$ cat src/rtl/dtmr_pkg.sv
package dtmr_pkg;

   localparam int NUM_CH = 2;
   localparam int DIV_PITCH = 3;
   localparam int DATA_W = 32;

   localparam int OFS_CTRL = 'h00;
   localparam int OFS_STAT = 'h04;

   function automatic int rld_ofs(input int ch);
      return 'h10 + 8 * ch;
   endfunction

   function automatic int val_ofs(input int ch);
      return 'h14 + 8 * ch;
   endfunction

   function automatic int en_bit(input int ch);
      return 2 * ch;
   endfunction

   function automatic int auto_bit(input int ch);
      return 2 * ch + 1;
   endfunction

   function automatic int sel_bit(input int ch);
      return 11 + ch;
   endfunction

   function automatic int div_lsb(input int ch);
      return 19 + DIV_PITCH * ch;
   endfunction

   function automatic int flag_bit(input int ch);
      return 8 * ch;
   endfunction

endpackage

$ cat src/rtl/dtmr_prescaler.sv
module dtmr_prescaler #(
   parameter int DIV_W = 3
) (
   input  logic             clk_i,
   input  logic             rst_ni,
   input  logic             en_i,
   input  logic             ref_sel_i,
   input  logic             ref_tick_i,
   input  logic [DIV_W-1:0] div_i,
   output logic             tick_o
);

   localparam int PS_W = (1 << DIV_W) - 1;

   logic            base_en;
   logic [PS_W-1:0] phase_q;
   logic [PS_W-1:0] mask;

   assign base_en = ref_sel_i ? ref_tick_i : 1'b1;

   always_comb begin
      mask = PS_W'((1 << div_i) - 1);
   end

   always_ff @(posedge clk_i or negedge rst_ni) begin
      if (!rst_ni) begin
         phase_q <= '0;
      end else if (!en_i) begin
         phase_q <= '0;
      end else if (base_en) begin
         phase_q <= phase_q + 1'b1;
      end
   end

   assign tick_o = en_i & base_en & ((phase_q & mask) == mask);


   no_back_to_back_chk: assert property (@(posedge clk_i) disable iff (!rst_ni)
      (div_i != '0 && $stable(div_i) && $past(en_i)) |-> !(tick_o && $past(tick_o)));

endmodule

$ cat src/rtl/dtmr_counter.sv
module dtmr_counter #(
   parameter int CNT_W = 32
) (
   input  logic             clk_i,
   input  logic             rst_ni,
   input  logic             en_i,
   input  logic             auto_i,
   input  logic             tick_i,
   input  logic             ld_i,
   input  logic [CNT_W-1:0] ld_val_i,
   input  logic [CNT_W-1:0] rld_val_i,
   output logic [CNT_W-1:0] count_o,
   output logic             expire_o
);

   logic at_zero;

   assign at_zero  = (count_o == '0);
   assign expire_o = en_i & tick_i & at_zero & ~ld_i;

   always_ff @(posedge clk_i or negedge rst_ni) begin
      if (!rst_ni) begin
         count_o <= '0;
      end else if (ld_i) begin
         count_o <= ld_val_i;
      end else if (en_i && tick_i) begin
         if (!at_zero) begin
            count_o <= count_o - 1'b1;
         end else if (auto_i) begin
            count_o <= rld_val_i;
         end
      end
   end


   hold_when_off_chk: assert property (@(posedge clk_i) disable iff (!rst_ni)
      (!en_i && !ld_i) |=> $stable(count_o));


   load_direct_chk: assert property (@(posedge clk_i) disable iff (!rst_ni)
      ld_i |=> (count_o == $past(ld_val_i)));


   oneshot_hold_chk: assert property (@(posedge clk_i) disable iff (!rst_ni)
      (expire_o && !auto_i) |=> (count_o == '0));


   periodic_reload_chk: assert property (@(posedge clk_i) disable iff (!rst_ni)
      (expire_o && auto_i) |=> (count_o == $past(rld_val_i)));

endmodule

$ cat src/rtl/dtmr_regs.sv
module dtmr_regs
   import dtmr_pkg::*;
#(
   parameter int ADDR_W    = 5,
   parameter int CNT_W     = 32,
   parameter int DIV_W     = 3,
   parameter bit READ_FLOP = 1'b1
) (
   input  logic                          clk_i,
   input  logic                          rst_ni,
   input  logic [ADDR_W-1:0]             addr_i,
   input  logic [DATA_W-1:0]             wdata_i,
   input  logic                          wr_i,
   input  logic                          rd_i,
   output logic [DATA_W-1:0]             rdata_o,
   input  logic [NUM_CH-1:0]             expire_i,
   input  logic [NUM_CH-1:0][CNT_W-1:0]  count_i,
   output logic [NUM_CH-1:0]             en_o,
   output logic [NUM_CH-1:0]             auto_o,
   output logic [NUM_CH-1:0]             sel_o,
   output logic [NUM_CH-1:0][DIV_W-1:0]  div_o,
   output logic [NUM_CH-1:0][CNT_W-1:0]  rld_o,
   output logic [NUM_CH-1:0]             ld_o,
   output logic [NUM_CH-1:0]             flag_o
);

   logic              hit_ctrl;
   logic              hit_stat;
   logic [DATA_W-1:0] rd_mux;

   assign hit_ctrl = (addr_i == ADDR_W'(OFS_CTRL));
   assign hit_stat = (addr_i == ADDR_W'(OFS_STAT));

   for (genvar c = 0; c < NUM_CH; c++) begin : g_ch
      localparam int EN_B   = en_bit(c);
      localparam int AUTO_B = auto_bit(c);
      localparam int SEL_B  = sel_bit(c);
      localparam int DIV_B  = div_lsb(c);
      localparam int FLAG_B = flag_bit(c);

      logic hit_rld;
      logic hit_val;
      logic ctrl_wr;
      logic stat_wr;

      assign hit_rld = (addr_i == ADDR_W'(rld_ofs(c)));
      assign hit_val = (addr_i == ADDR_W'(val_ofs(c)));
      assign ctrl_wr = wr_i & hit_ctrl;
      assign stat_wr = wr_i & hit_stat;
      assign ld_o[c] = wr_i & hit_val;

      always_ff @(posedge clk_i or negedge rst_ni) begin
         if (!rst_ni) begin
            rld_o[c] <= '0;
         end else if (wr_i && hit_rld) begin
            rld_o[c] <= wdata_i[CNT_W-1:0];
         end
      end

      always_ff @(posedge clk_i or negedge rst_ni) begin
         if (!rst_ni) begin
            auto_o[c] <= 1'b0;
            sel_o[c]  <= 1'b0;
            div_o[c]  <= '0;
         end else if (ctrl_wr) begin
            auto_o[c] <= wdata_i[AUTO_B];
            sel_o[c]  <= wdata_i[SEL_B];
            div_o[c]  <= wdata_i[DIV_B +: DIV_W];
         end
      end

      always_ff @(posedge clk_i or negedge rst_ni) begin
         if (!rst_ni) begin
            en_o[c] <= 1'b0;
         end else if (ctrl_wr) begin
            en_o[c] <= wdata_i[EN_B];
         end else if (expire_i[c] && !auto_o[c]) begin
            en_o[c] <= 1'b0;
         end
      end

      always_ff @(posedge clk_i or negedge rst_ni) begin
         if (!rst_ni) begin
            flag_o[c] <= 1'b0;
         end else if (expire_i[c]) begin
            flag_o[c] <= 1'b1;
         end else if (stat_wr && !wdata_i[FLAG_B]) begin
            flag_o[c] <= 1'b0;
         end
      end


      set_wins_chk: assert property (@(posedge clk_i) disable iff (!rst_ni)
         expire_i[c] |=> flag_o[c]);


      zero_clears_chk: assert property (@(posedge clk_i) disable iff (!rst_ni)
         (stat_wr && !wdata_i[FLAG_B] && !expire_i[c]) |=> !flag_o[c]);


      one_keeps_chk: assert property (@(posedge clk_i) disable iff (!rst_ni)
         (stat_wr && wdata_i[FLAG_B] && flag_o[c]) |=> flag_o[c]);


      self_disable_chk: assert property (@(posedge clk_i) disable iff (!rst_ni)
         (expire_i[c] && !auto_o[c] && !ctrl_wr) |=> !en_o[c]);
   end

   always_comb begin
      rd_mux = '0;
      if (hit_ctrl) begin
         for (int c = 0; c < NUM_CH; c++) begin
            rd_mux[en_bit(c)]            = en_o[c];
            rd_mux[auto_bit(c)]          = auto_o[c];
            rd_mux[sel_bit(c)]           = sel_o[c];
            rd_mux[div_lsb(c) +: DIV_W]  = div_o[c];
         end
      end else if (hit_stat) begin
         for (int c = 0; c < NUM_CH; c++) begin
            rd_mux[flag_bit(c)] = flag_o[c];
         end
      end else begin
         for (int c = 0; c < NUM_CH; c++) begin
            if (addr_i == ADDR_W'(rld_ofs(c))) begin
               rd_mux = DATA_W'(rld_o[c]);
            end
            if (addr_i == ADDR_W'(val_ofs(c))) begin
               rd_mux = DATA_W'(count_i[c]);
            end
         end
      end
   end

   if (READ_FLOP) begin : g_rd_flop
      always_ff @(posedge clk_i or negedge rst_ni) begin
         if (!rst_ni) begin
            rdata_o <= '0;
         end else begin
            rdata_o <= rd_i ? rd_mux : '0;
         end
      end
   end else begin : g_rd_comb
      assign rdata_o = rd_i ? rd_mux : '0;
   end

endmodule

$ cat src/rtl/dual_down_timer.sv
module dual_down_timer
   import dtmr_pkg::*;
#(
   parameter int ADDR_W    = 5,
   parameter int CNT_W     = 32,
   parameter int DIV_W     = 3,
   parameter bit READ_FLOP = 1'b1
) (
   input  logic              clk_i,
   input  logic              rst_ni,
   input  logic              ref_tick_i,
   input  logic [ADDR_W-1:0] addr_i,
   input  logic [31:0]       wdata_i,
   input  logic              wr_en_i,
   input  logic              rd_en_i,
   output logic [31:0]       rdata_o,
   output logic              irq_o
);

   if (CNT_W < 2 || CNT_W > DATA_W) begin : g_bad_cnt
      $error("CNT_W must lie between 2 and 32");
   end
   if (DIV_W < 1 || DIV_W > DIV_PITCH) begin : g_bad_div
      $error("DIV_W must lie between 1 and 3");
   end
   if (ADDR_W < 5) begin : g_bad_addr
      $error("ADDR_W must be at least 5");
   end

   logic [NUM_CH-1:0]            en;
   logic [NUM_CH-1:0]            auto_rl;
   logic [NUM_CH-1:0]            sel;
   logic [NUM_CH-1:0][DIV_W-1:0] div;
   logic [NUM_CH-1:0][CNT_W-1:0] rld;
   logic [NUM_CH-1:0][CNT_W-1:0] count;
   logic [NUM_CH-1:0]            ld;
   logic [NUM_CH-1:0]            expire;
   logic [NUM_CH-1:0]            tick;
   logic [NUM_CH-1:0]            flag;

   dtmr_regs #(
      .ADDR_W   (ADDR_W),
      .CNT_W    (CNT_W),
      .DIV_W    (DIV_W),
      .READ_FLOP(READ_FLOP)
   ) u_regs (
      .clk_i   (clk_i),
      .rst_ni  (rst_ni),
      .addr_i  (addr_i),
      .wdata_i (wdata_i),
      .wr_i    (wr_en_i),
      .rd_i    (rd_en_i),
      .rdata_o (rdata_o),
      .expire_i(expire),
      .count_i (count),
      .en_o    (en),
      .auto_o  (auto_rl),
      .sel_o   (sel),
      .div_o   (div),
      .rld_o   (rld),
      .ld_o    (ld),
      .flag_o  (flag)
   );

   for (genvar c = 0; c < NUM_CH; c++) begin : g_chan
      dtmr_prescaler #(
         .DIV_W(DIV_W)
      ) u_pre (
         .clk_i     (clk_i),
         .rst_ni    (rst_ni),
         .en_i      (en[c]),
         .ref_sel_i (sel[c]),
         .ref_tick_i(ref_tick_i),
         .div_i     (div[c]),
         .tick_o    (tick[c])
      );

      dtmr_counter #(
         .CNT_W(CNT_W)
      ) u_cnt (
         .clk_i    (clk_i),
         .rst_ni   (rst_ni),
         .en_i     (en[c]),
         .auto_i   (auto_rl[c]),
         .tick_i   (tick[c]),
         .ld_i     (ld[c]),
         .ld_val_i (wdata_i[CNT_W-1:0]),
         .rld_val_i(rld[c]),
         .count_o  (count[c]),
         .expire_o (expire[c])
      );
   end

   assign irq_o = flag[1];


   irq_source_chk: assert property (@(posedge clk_i) disable iff (!rst_ni)
      $rose(irq_o) |-> $past(expire[1]));


   ref_gate_chk: assert property (@(posedge clk_i) disable iff (!rst_ni)
      (sel[0] && !ref_tick_i && !ld[0]) |=> $stable(count[0]));

endmodule

$ cat config.mk
export PLATFORM = sky130hd
export DESIGN_NAME = dual_down_timer
export DESIGN_NICKNAME = d
export VERILOG_FILES = /design/src/rtl/dtmr_pkg.sv /design/src/rtl/dtmr_prescaler.sv /design/src/rtl/dtmr_counter.sv /design/src/rtl/dtmr_regs.sv /design/src/rtl/dual_down_timer.sv
export SDC_FILE = /design/constraint.sdc
export NUM_CORES = 1
export LEC_CHECK = 0
export ABC_AREA = 1
export BUFFER_PORTS_ARGS = -buffer_cell sky130_fd_sc_hd__buf_2
export CAP_MARGIN = 0
export CORE_MARGIN = 1
export CORE_UTILIZATION = 56
export CTS_CLUSTER_DIAMETER = 30
export DETAILED_ROUTE_END_ITERATION = 10
export PLACE_DENSITY = 0.83
export SLEW_MARGIN = 15
export SYNTH_ARGS = -nofsm -noshare
export SYNTH_HDL_FRONTEND = slang
export SYNTH_HIERARCHICAL = 1
export SYNTH_SLANG_ARGS = --single-unit
$ cat constraint.sdc
create_clock -name clk_i -period 1.95 [get_ports clk_i]
set_clock_uncertainty 0.2 [all_clocks]
set_input_delay 0.39 -clock clk_i [delete_from_list [all_inputs] [get_ports clk_i]]
set_output_delay 0.39 -clock clk_i [all_outputs]
set_load 0.02 [all_outputs]
# ---- Yosys cells after proc, flatten, opt, wreduce, memory -nomap -nowiden
# Index checks and enable logic that the tools add are counted.
dict set report totals {
  ff_bits 188
  output_inout_bits 33
  wordCells 114
}
dict set report classes {
  add_sub_neg 6
  eq_ne 11
  n_shift 2
  mux 37
  bitwise_logic 18
  reduce_logical 23
}
# cell count
set op_table {}
lappend op_table {{two-way mux 32 bit} 13}
lappend op_table {{logical NOT 32 bit} 2}
lappend op_table {{subtractor 32 x 1 -> 32 bit (second input constant)} 2}
lappend op_table {{two-way mux 7 bit} 7}
lappend op_table {{two-way mux 23 bit} 1}
lappend op_table {{== test 5 bit (second input constant)} 4}
lappend op_table {{adder 7 x 1 -> 7 bit (second input constant)} 2}
lappend op_table {{bitwise AND 1 bit} 14}
lappend op_table {{bitwise AND 7 bit} 2}
lappend op_table {{== test 7 bit} 2}
lappend op_table {{<< shifter 1 x 3 -> 7 bit (first input constant)} 2}
lappend op_table {{subtractor 7 x 2 -> 7 bit (second input constant)} 2}
lappend op_table {{two-way mux 1 bit} 12}
lappend op_table {{two-way mux 6 bit} 2}
lappend op_table {{nonzero test 2 bit} 6}
lappend op_table {{logical AND 1 bit} 8}
lappend op_table {{!= test 3 x 2 -> 1 bit (second input constant)} 2}
lappend op_table {{== test 5 x 3 -> 1 bit (second input constant)} 1}
lappend op_table {{logical NOT 5 bit} 1}
lappend op_table {{logical NOT 1 bit} 4}
lappend op_table {{two-way mux 4 bit} 1}
lappend op_table {{!= test 2 x 1 -> 1 bit (second input constant)} 2}
lappend op_table {{AND reduction 2 bit} 2}
lappend op_table {{two-way mux 2 bit} 1}
lappend op_table {{NOT 1 bit} 2}

# ---- Logic depth before layout (Yosys ltp)
# Gate-level depths: netlist (run 1).
dict set report logic_depth {
  ltp_word 11
  ltp_mapped 17
}

# ---- Hierarchy
# The synthesis (run 1) kept the hierarchy.
# module instances cells_per_inst area_per_inst_um2
set modules_own_cells {}
lappend modules_own_cells {dtmr_counter 2 532 3199.3}
lappend modules_own_cells {dtmr_regs 1 589 4939.7}
lappend modules_own_cells {dtmr_prescaler 2 62 431.7}

# ---- Least setup slack after synthesis (run 1)
# No wires, ideal clock.
dict set report synth_timing {
  path_type {input -> register}
  from {input addr_i[1]}
  to {register g_chan[1].u_cnt.count_o[3]}
  setup_time_ns 0.117
  arrival_ns 1.915
  required_time_ns 1.633
  setup_slack_ns -0.282
  stages 10
  n_path_buf 3
  cell_sequence {nor2_4 nand3_2 clkbuf_1 nor2_1 buf_2 inv_1 clkbuf_1 or2_2 nand3_2 nand2_1}
}
dict set report synth_via {
  elab_chain_len 4
  word_cells_on_any_way 6
}
# item line_no
set synth_rtl {}
lappend synth_rtl {{start: declaration} dual_down_timer.sv:12} ;# input logic [ADDR_W-1:0] addr_i,
lappend synth_rtl {{== test 5 bit *} dtmr_regs.sv:47} ;# assign hit_val = (addr_i == ADDR_W'(val_ofs(c)));
lappend synth_rtl {{bitwise AND 1 bit *} dtmr_regs.sv:50} ;# assign ld_o[c] = wr_i & hit_val;
lappend synth_rtl {{via ld[1]} dual_down_timer.sv:36} ;# logic [NUM_CH-1:0] ld;
lappend synth_rtl {{!= test 3 x 2 -> 1 bit (no line) / nonzero test 2 bit (equally long branches)} --}
lappend synth_rtl {{AND reduction 2 bit (no line)} --}
lappend synth_rtl {{end signal: assignment} dtmr_counter.sv:25} ;# count_o <= ld_val_i;
lappend synth_rtl {{end signal: assignment} dtmr_counter.sv:28} ;# count_o <= count_o - 1'b1;
lappend synth_rtl {{end signal: assignment} dtmr_counter.sv:30} ;# count_o <= rld_val_i;
lappend synth_rtl {{end: declaration} dtmr_counter.sv:12} ;# output logic [CNT_W-1:0] count_o,
# The timed path passes the listed nets; every way through them passes the cells marked *.
# A chain may end at the register's enable or synchronous reset.

# ---- Final worst setup path (run 1)
dict set report layout_timing {
  from {register g_chan[1].u_cnt.count_o[1]}
  to {register g_chan[1].u_cnt.count_o[8]}
}
dict set report layout_via {
  elab_chain_len 4
  word_cells_on_any_way 7
}
# item line_no
set layout_rtl {}
lappend layout_rtl {{subtractor 32 x 1 -> 32 bit / logical NOT 32 bit (equally long branches)} {dtmr_counter.sv:28, dtmr_counter.sv:18}}
lappend layout_rtl {{two-way mux 32 bit} dtmr_counter.sv:27} ;# if (!at_zero) begin
lappend layout_rtl {{two-way mux 32 bit} dtmr_counter.sv:26} ;# end else if (en_i && tick_i) begin
lappend layout_rtl {{two-way mux 32 bit} dtmr_counter.sv:24} ;# end else if (ld_i) begin
# Parallel ways exist; a longest one is shown, timed or not. The select of a mux whose other input is x is not followed.

==> summary by stage, run 1 <==
Clock network
The number of clock buffers inserted by TritonCTS is 17. At the later pin of the worst-skew pair, clock insertion delay measures 0.45 ns. The clock net in this run drives a total of 188 sinks. TritonCTS built the clock tree. Clock-pin slew was measured on the worst setup and hold paths at 0.07 ns.

The longest clock path from root to sink contains 2 buffers. The tree is rooted in a clkbuf_16. The maximum level of the CTS H-tree is 4.

Route
Dividing the detail-routed via count by the number of cells gives 5.708. The iteration-0 DRC count of the detailed router is 1579. Summing over every cut layer, the via total after detailed routing is 13600. The detailed-router iteration count before antenna repair is 6. The routed wire length is 45100 um. The count of nets left with antenna violations after detail routing is 0. The post-detailed-route DRC marker count is 0.

In the final routed layout, each cell accounts on average for 18.92 um.

Timing
Setup violations remaining at the end of the flow were counted as 52. The fmax is between 400 and 500 MHz. Hold is met by 0.05439 ns. After layout, the worst setup slack is -0.07547 ns. For the final routed database, the setup TNS stands at -2.286 ns. The part of the cycle the worst path needs is 103.9%. For the finished layout, the period the worst path requires is 2.025 ns.

The final count of pins violating max slew was 0. Setup repair after global routing could not meet its margin everywhere. The final hold violation count is 0. The worst slew slack as a fraction of its limit is 73.81%. At the pin with the least slew margin, the transition time is 0.3929 ns.

Cells and area
The library cells used most frequently in the layout, excluding fill and tap cells, are 556 x nand2_1, 248 x buf_4, 185 x dfrtp_1. Compared with the post-synthesis result, the final layout area differs by 33.30%. After routing the design area is 0.01626 sq mm.

Of the cells placed in the final design, the portion with a size suffix greater than 1 is 31.17%. The share of the core filled with cells in the final layout is 76.65%. The library cell used most frequently in the layout, excluding fill and tap cells, is nand2_1.

The number of filler instances in the final layout is 1575. The finished layout holds between 2000 and 2500 standard cells, fillers aside. For this run, the post-layout net count is roughly 2100. 0 antenna diodes ended up in the layout.

Synth
Counting distinct cell types in the post-synthesis netlist gives 37. In the synthesized netlist, the number of instances is 1777. The number of warnings reported in the yosys synthesis log is 6.

The per-instance average area after synthesis is 6.866 sq um. The sequential area share after synthesis is around 39%. Yosys attributes the largest share of cell area to dfrtp_1 39%, nand2_1 18%, nor2_1 6.7%.

Counting every net in the synthesized netlist gives 1825. The cell area after synthesis is between 0.01 and 0.015 sq mm. The share of Yosys cell area claimed by the top area cell type is a little under 40%. The largest total area in the synthesized netlist belongs to dfrtp_1. Synthesis inferred 188 register bits.

Global routing
The number of antenna violations at the first check in global routing is 0. The via count of the first global-routing pass came to between 10000 and 15000. The aggregate global-route resource usage is 40.80%. The first global-routing pass estimated 68880 um of wire. The total overflow left after global routing is 0. The maximum number of pins on one net before global-route repair is 65.

Run status
The flow ran to the end, but the final reports show violations. The checks that failed: negative setup slack.

Die
The die area is 0.02238 sq mm. The floorplan has 53 rows. The area of the placeable core is around 0.021 sq mm. 75 I/O pins were placed. Once the floorplan was initialized, standard cells occupied 57.50% of the core. The width of the die is 149.6 um.

The die height is 149.6 um.

Setup path
The startpoint of the worst-slack reg-to-reg timing path is g_chan[1].u_cnt/count_o[1]. The arrival time reported for the critical path endpoint is 2.17 ns. At the worst endpoint, the required time is about 2.1 ns. The worst register-to-register path ends at g_chan[1].u_cnt/count_o[8]. STA classifies the critical path endpoint as a register. The kind of critical path is register to register. The worst setup path is launched from a register. Along the worst path, the maximum fanout reaches 4. For the worst flop-to-flop path, the logic depth is 11. The register-to-register setup slack is -0.08 ns.

Place
The last weighted congestion value of the routability-driven placer is 0.9934. In this run the cell area measured after placement is 0.01472 sq mm. The placed wire-length estimate is 33840 um. Port buffering added 74 buffers.

The worst setup slack before clock tree synthesis is -0.2186 ns. The count of placed standard cells including taps is about 2300.

Pwr
The design draws 20.28 mW. The power density normalized to cell area is 1247 mW/mm^2. The maximum vdd ir drop is 864.1 uV. In this run the static leakage power is 8.288 nW.

Min path
The launch point of the worst hold path is wdata_i[17]. The tightest min-delay check is of the input port to register type. Counting instances, the worst hold path has a depth of 3.

The path with the worst hold slack has its endpoint at u_regs/rld_o[49].

Flow run
The number of maximum-capacitance violations is 0.
flip-flops by register name (all words and copies together), names as in the netlist:
signal / cells
u_regs/div_o: 6
u_regs/sel_o: 2
u_regs/rdata_o: 32
g_chan.u_pre/phase_q: 14
u_regs/flag_o: 2
u_regs/rld_o: 64
u_regs/en_o: 2
u_regs/auto_o: 2
g_chan.u_cnt/count_o: 64
worst max-delay path: stages, from the launching register on:
cell,delay [ns]
dfrtp_1,0.39
inv_2,0.08
buf_4,0.14
ha_4,0.15
nand2_4,0.08
buf_4,0.15
o21ai_0,0.31
nand2_1,0.11
nand2_1,0.10
nand3_1,0.09
nand3_2,0.07
nand2_1,0.04
Yosys cell counts (all sizes together):
cell    instances
ha              6
o22ai           2
buf            45
clkinv          1
nand3b          4
o211ai         13
o21ai         125
o21bai          1
nor2          252
nand2         607
a21boi         40
inv           170
or2            41
clkbuf         20
nor3            8
nand4          21
a31oi           2
xor2            6
a21oi          43
dfrtp         188
nand3         182
cell type report:
cell class / count / area, sq um / share of cell area (%)
Multi-Input combinational cell: 1354 / 7032 / 43.23
Sequential cell: 188 / 4708 / 28.95
Timing Repair Buffer: 363 / 2948 / 18.12
Tap cell: 275 / 344.1 / 2.116
Clock inverter: 13 / 127.6 / 0.7847
Inverter: 171 / 661.9 / 4.070
Clock buffer: 19 / 442.9 / 2.723
metal layers:
layer	GRT usage [%]	wire, um	vias to the layer above
met4	15.20	1751	0
met1	57.57	18390	6366
met2	62.25	20240	807
met3	7.378	4714	130
li1	-	-	6300
met5	0	0	-
cell families (layout without fill, tap and decap cells):
group / after synthesis / count (layout) / synth area share [%]
adder cells (fa/ha/maj): 6 / 6 / 0.6152
buffers and inverters: 236 / 566 / 8.316
XOR/XNOR: 6 / 6 / 0.4307
AO/OA/AOI/OAI: 226 / 226 / 10.42
flip-flops: 188 / 188 / 38.56
AND/OR/NAND/NOR: 1115 / 1116 / 41.66
how the worst max path moves through the flow:
stage / from / endpoint / cells after the start
6_report: g_chan[1].u_cnt/count_o[1] / g_chan[1].u_cnt/count_o[8] / 11
5_1_grt: g_chan[1].u_pre/phase_q[2] / g_chan[1].u_cnt/count_o[28] / 15
4_1_cts: g_chan[1].u_cnt/count_o[6] / g_chan[1].u_cnt/count_o[30] / 11
3_5_place_dp: g_chan[1].u_cnt/count_o[0] / g_chan[1].u_cnt/count_o[1] / 12
3_3_place_gp: g_chan[1].u_cnt/count_o[0] / g_chan[1].u_cnt/count_o[1] / 12
2_1_floorplan: addr_i[0] / g_chan[1].u_cnt/count_o[3] / 10
timing repair:
action                                  in CTS  in global routing
pin swaps                                   23                 46
hold endpoints to repair                    38                  0
endpoints found under the setup margin      67                 68
setup buffers                               19                  9
gates cloned                                 1                  5
hold buffers                                 1                  0
gates resized for setup                     83                131
report_power, final:
group	total, mW	switching (mW)	internal, mW
sequential	5.73	0.928	4.81
combinational	11.1	6.43	4.69
clock	3.42	1.69	1.72
Power figures use the tool's default switching activity.
==> run 2, diff against run 1 <==
Settings changed: CTS_CLUSTER_SIZE set to 16, PLACE_DENSITY 0.83 to 0.77.
==> run 2 against run 1 <==
Effect of this change:
- the flow still finishes with violations (negative setup slack)
- design area shrank 1.1%
- final cell count shrank 0.92%
- via count shrank 1.3%
- global-route usage shrank 1.0 points
- combinational power shrank 4%
- sequential cell count is the same
- first-iteration DRC count shrank 4.5%
- sequential share of layout area grew 0.33 points
- power shrank 0.85%
- critical path type unchanged
==> summary by stage, run 2 (synthesis results as in run 1) <==
Run status
Status: complete, but fails checks (unchanged). Violated checks: negative setup slack (unchanged).

Route
The count of vias placed by the detailed router was 13420 (was 13600). The via density per instance is 5.684 (was 5.708). The iteration-0 DRC count of the detailed router is 1508 (was 1579). The detail-routed net length per standard cell is 18.77 um (was 18.92 um). The post-detailed-route DRC marker count is 0 (unchanged). The routed wire length was 44330 um (was 45100 um). The count of nets left with antenna violations after detail routing is 0 (unchanged).

The detailed-router iteration count before antenna repair was 6 (unchanged).

Clock network
The clock insertion delay at the later pin of the skew report was 0.44 ns (was 0.45 ns). The CTS tree was done (unchanged). The maximum level of the CTS H-tree is 4 (unchanged). The clock-pin slew of the registers on the worst-case setup and hold paths is 0.07 ns (about the same).

The maximum number of buffers from clock root to sink is 2 (unchanged). The total number of clock tree sinks is 188 (unchanged). The number of clock buffers inserted by TritonCTS came to 17 (unchanged). The clock tree root buffer cell was clkbuf_16 (unchanged).

Cells and area
Leading cell types in the layout, fill and taps excluded: 562 x nand2_1, 226 x buf_4, 187 x nor2_1 (was 556 x nand2_1, 248 x buf_4, 185 x dfrtp_1). Registers with the highest flip-flop counts: g_chan.u_cnt/count_o (64), u_regs/rld_o (64), u_regs/rdata_o (32) (unchanged). The share of layout cells above drive strength 1 was 29.77% (was 31.17%). The signed area change from the synthesized netlist to the final layout was 31.85% (was 33.30%). The net count reported at finish is 2121 (was 2143). The final instance count without filler cells is 2361 (was 2383). The most common cell after layout, fill and taps aside is nand2_1 (unchanged).

The number of filler instances in the final layout is 1610 (was 1575). The cell area after layout is 0.01609 sq mm (was 0.01626 sq mm). The antenna diode count is 0 (unchanged).

Global routing
The total grt overflow is 0 (unchanged). The number of antenna violations at the first check in global routing was 0 (unchanged). The first-pass GRT wire length is 66610 um (was 68880 um). The via count of the first global-routing pass is 12330 (was 12530). The aggregate global-route resource usage is 39.80% (was 40.80%). The maximum number of pins on one net before global-route repair is 65 (unchanged).

Setup path
The kind of critical path was register to register (unchanged). The depth of the most critical reg-to-reg path is 15 (was 11). The critical path launch point type is a register (unchanged). The worst reg2reg path endpoint is g_chan[0].u_cnt/count_o[0] (was g_chan[1].u_cnt/count_o[8]). The register-to-register setup slack came to -0.12 ns (was -0.08 ns). The worst-path maximum fanout is 6 (was 4).

The start point of the critical path is u_regs/sel_o[0] (was g_chan[1].u_cnt/count_o[1]). Cell-by-cell trace of the critical path: nand2_2, inv_2, nor2_4, nand2_1, nor2_1, nand2_1, inv_1, nand2_2, inv_2, nor2_2, inv_2, nand2_8, buf_4, a21boi_2, nand2_1 (was inv_2, buf_4, ha_4, nand2_4, buf_4, o21ai_0, nand2_1, nand2_1, nand3_1, nand3_2, nand2_1). The required time reported for the critical path endpoint is 2.07 ns (was 2.09 ns).

The depth of the critical timing path with buffers and inverters included is 15 (was 11). The biggest cell delay along the critical path came to 0.39 ns (about the same). The end point of the critical path is g_chan[0].u_cnt/count_o[0] (was g_chan[1].u_cnt/count_o[8]). The element type at the critical path end is a register (unchanged).

The worst path buffer plus inverter count is 5 (was 3). The family with the most delay on the worst path is simple AND/OR/NAND/NOR gates (unchanged). The cell at the slowest stage of the critical path is dfrtp_1 (unchanged). The startpoint of the worst-slack reg-to-reg timing path is u_regs/sel_o[0] (was g_chan[1].u_cnt/count_o[1]). The arrival time reported for the critical path endpoint is 2.19 ns (was 2.17 ns).

Die
The width of the die is 149.6 um (unchanged). The die height was 149.6 um (unchanged). The die area is 0.02238 sq mm (unchanged).

The area of the placeable core is 0.02122 sq mm (unchanged). The number of I/O pins was 75 (unchanged). The initial core utilization came to 57.50% (unchanged). The number of rows created at floorplan is 53 (unchanged).

Timing
The final hold violation count was 0 (unchanged). The final worst slack is -0.1160 ns (was -0.07547 ns). RSZ-0062 raised after global routing: true (unchanged).

The fmax is 484.0 MHz (was 493.7 MHz). The pin slew with the least headroom to its limit was 0.4175 ns (was 0.3929 ns). The final critical-path required period was 2.066 ns (was 2.025 ns). The worst slew slack as a fraction of its limit was 71.98% (was 73.81%). The part of the cycle the worst path needs is 105.9% (was 103.9%).

The setup violation total in the final timing report is 55 (was 52). The final count of pins violating max slew came to 0 (unchanged). The total negative slack is -3.904 ns (was -2.286 ns).

Pwr
The maximum vdd ir drop is 891.7 uV (was 864.1 uV). The leakage power of the design was 8.207 nW (was 8.288 nW). The total power is 20.10 mW (was 20.28 mW). The power density normalized to cell area came to 1250 mW/mm^2 (was 1247 mW/mm^2).

Place
The last weighted congestion value of the routability-driven placer is 1.023 (was 0.9934). The worst setup slack before clock tree synthesis is -0.2812 ns (was -0.2186 ns). The number of I/O port buffers came to 74 (unchanged). The area after detailed placement is 0.01463 sq mm (was 0.01472 sq mm). The placed wire-length estimate is 32580 um (was 33840 um).

The count of placed standard cells including taps is 2297 (was 2317).

Flow run
The number of maximum-capacitance violations is 0 (unchanged).

Min path
The path type of the worst min-delay path is input port to register (unchanged).
## run 2: cell count changes in the layout (fill, tap and decap cells not counted), sizes merged
cell / before / now
buf: 356 / 336
inv: 176 / 171
bufinv: 0 / 3
clkbuf: 25 / 24
clkinv: 5 / 6
## run 2: tightest hold or removal path: cells and delay by family
kind                   cells  cell delay [ns]
AOI/OAI and AO/OA          1             0.06
buffers and inverters      2             0.20
## run 2: worst min-delay path by stage
| stage | from | endpoint | slack (ns) | cells past startpoint |
|---|---|---|---|---|
| global route | wdata_i[25] | u_regs/rld_o[25] | 0.05 | 3 |
| CTS | wdata_i[25] | u_regs/rld_o[25] | 0.05 | 3 |
| detailed placement | rst_ni | g_chan[0].u_pre/phase_q[3] | 0.16 | 1 |
| global placement | rst_ni | g_chan[0].u_pre/phase_q[3] | 0.16 | 1 |
| finish | wdata_i[25] | u_regs/rld_o[57] | 0.06 | 3 |
| floorplan | rst_ni | g_chan[0].u_cnt/count_o[0] | -0.11 | 0 |
## run 2: through the flow
stage,hold WS (ns),utilization [%]
after global routing,0.05306,75.81
after global placement,0.1604,68.96
final,0.05872,75.81
after CTS,0.04574,73.56
after detailed placement,0.1638,68.96
after floorplan,-0.1056,-
## run 2: cell type report
class                           count  area (sq um)  share of cell area [%]
Multi-Input combinational cell   1354          6973                   43.34
Tap cell                          275         344.1                   2.139
Inverter                          171         669.4                   4.161
Clock inverter                     12         161.4                   1.003
Sequential cell                   188          4711                   29.28
Clock buffer                       20         446.7                   2.776
Timing Repair Buffer              341          2783                   17.30
## run 2: metal layers
metal,vias to the layer above,wire (um),track usage (%)
met5,-,0,0
met1,6235,17880,54.78
met3,127,4723,7.348
li1,6253,-,-
met2,805,19460,59.88
met4,0,2264,19.95
## run 2: repair_timing
item                       4_1_cts  5_1_grt
setup endpoints to repair       66       66
gates cloned                     1        3
gates resized for setup         78      108
hold buffers                     1        0
buffers inserted                16       11
pin swaps                       24       37
hold endpoints to repair        37        0
## run 2: report_power, final
group	switching, mW	internal [mW]	total (mW)	leakage (nW)
registers	0.877	4.81	5.69	2.47
clock network	1.62	2.07	3.69	0.288
logic	6.31	4.42	10.7	5.45
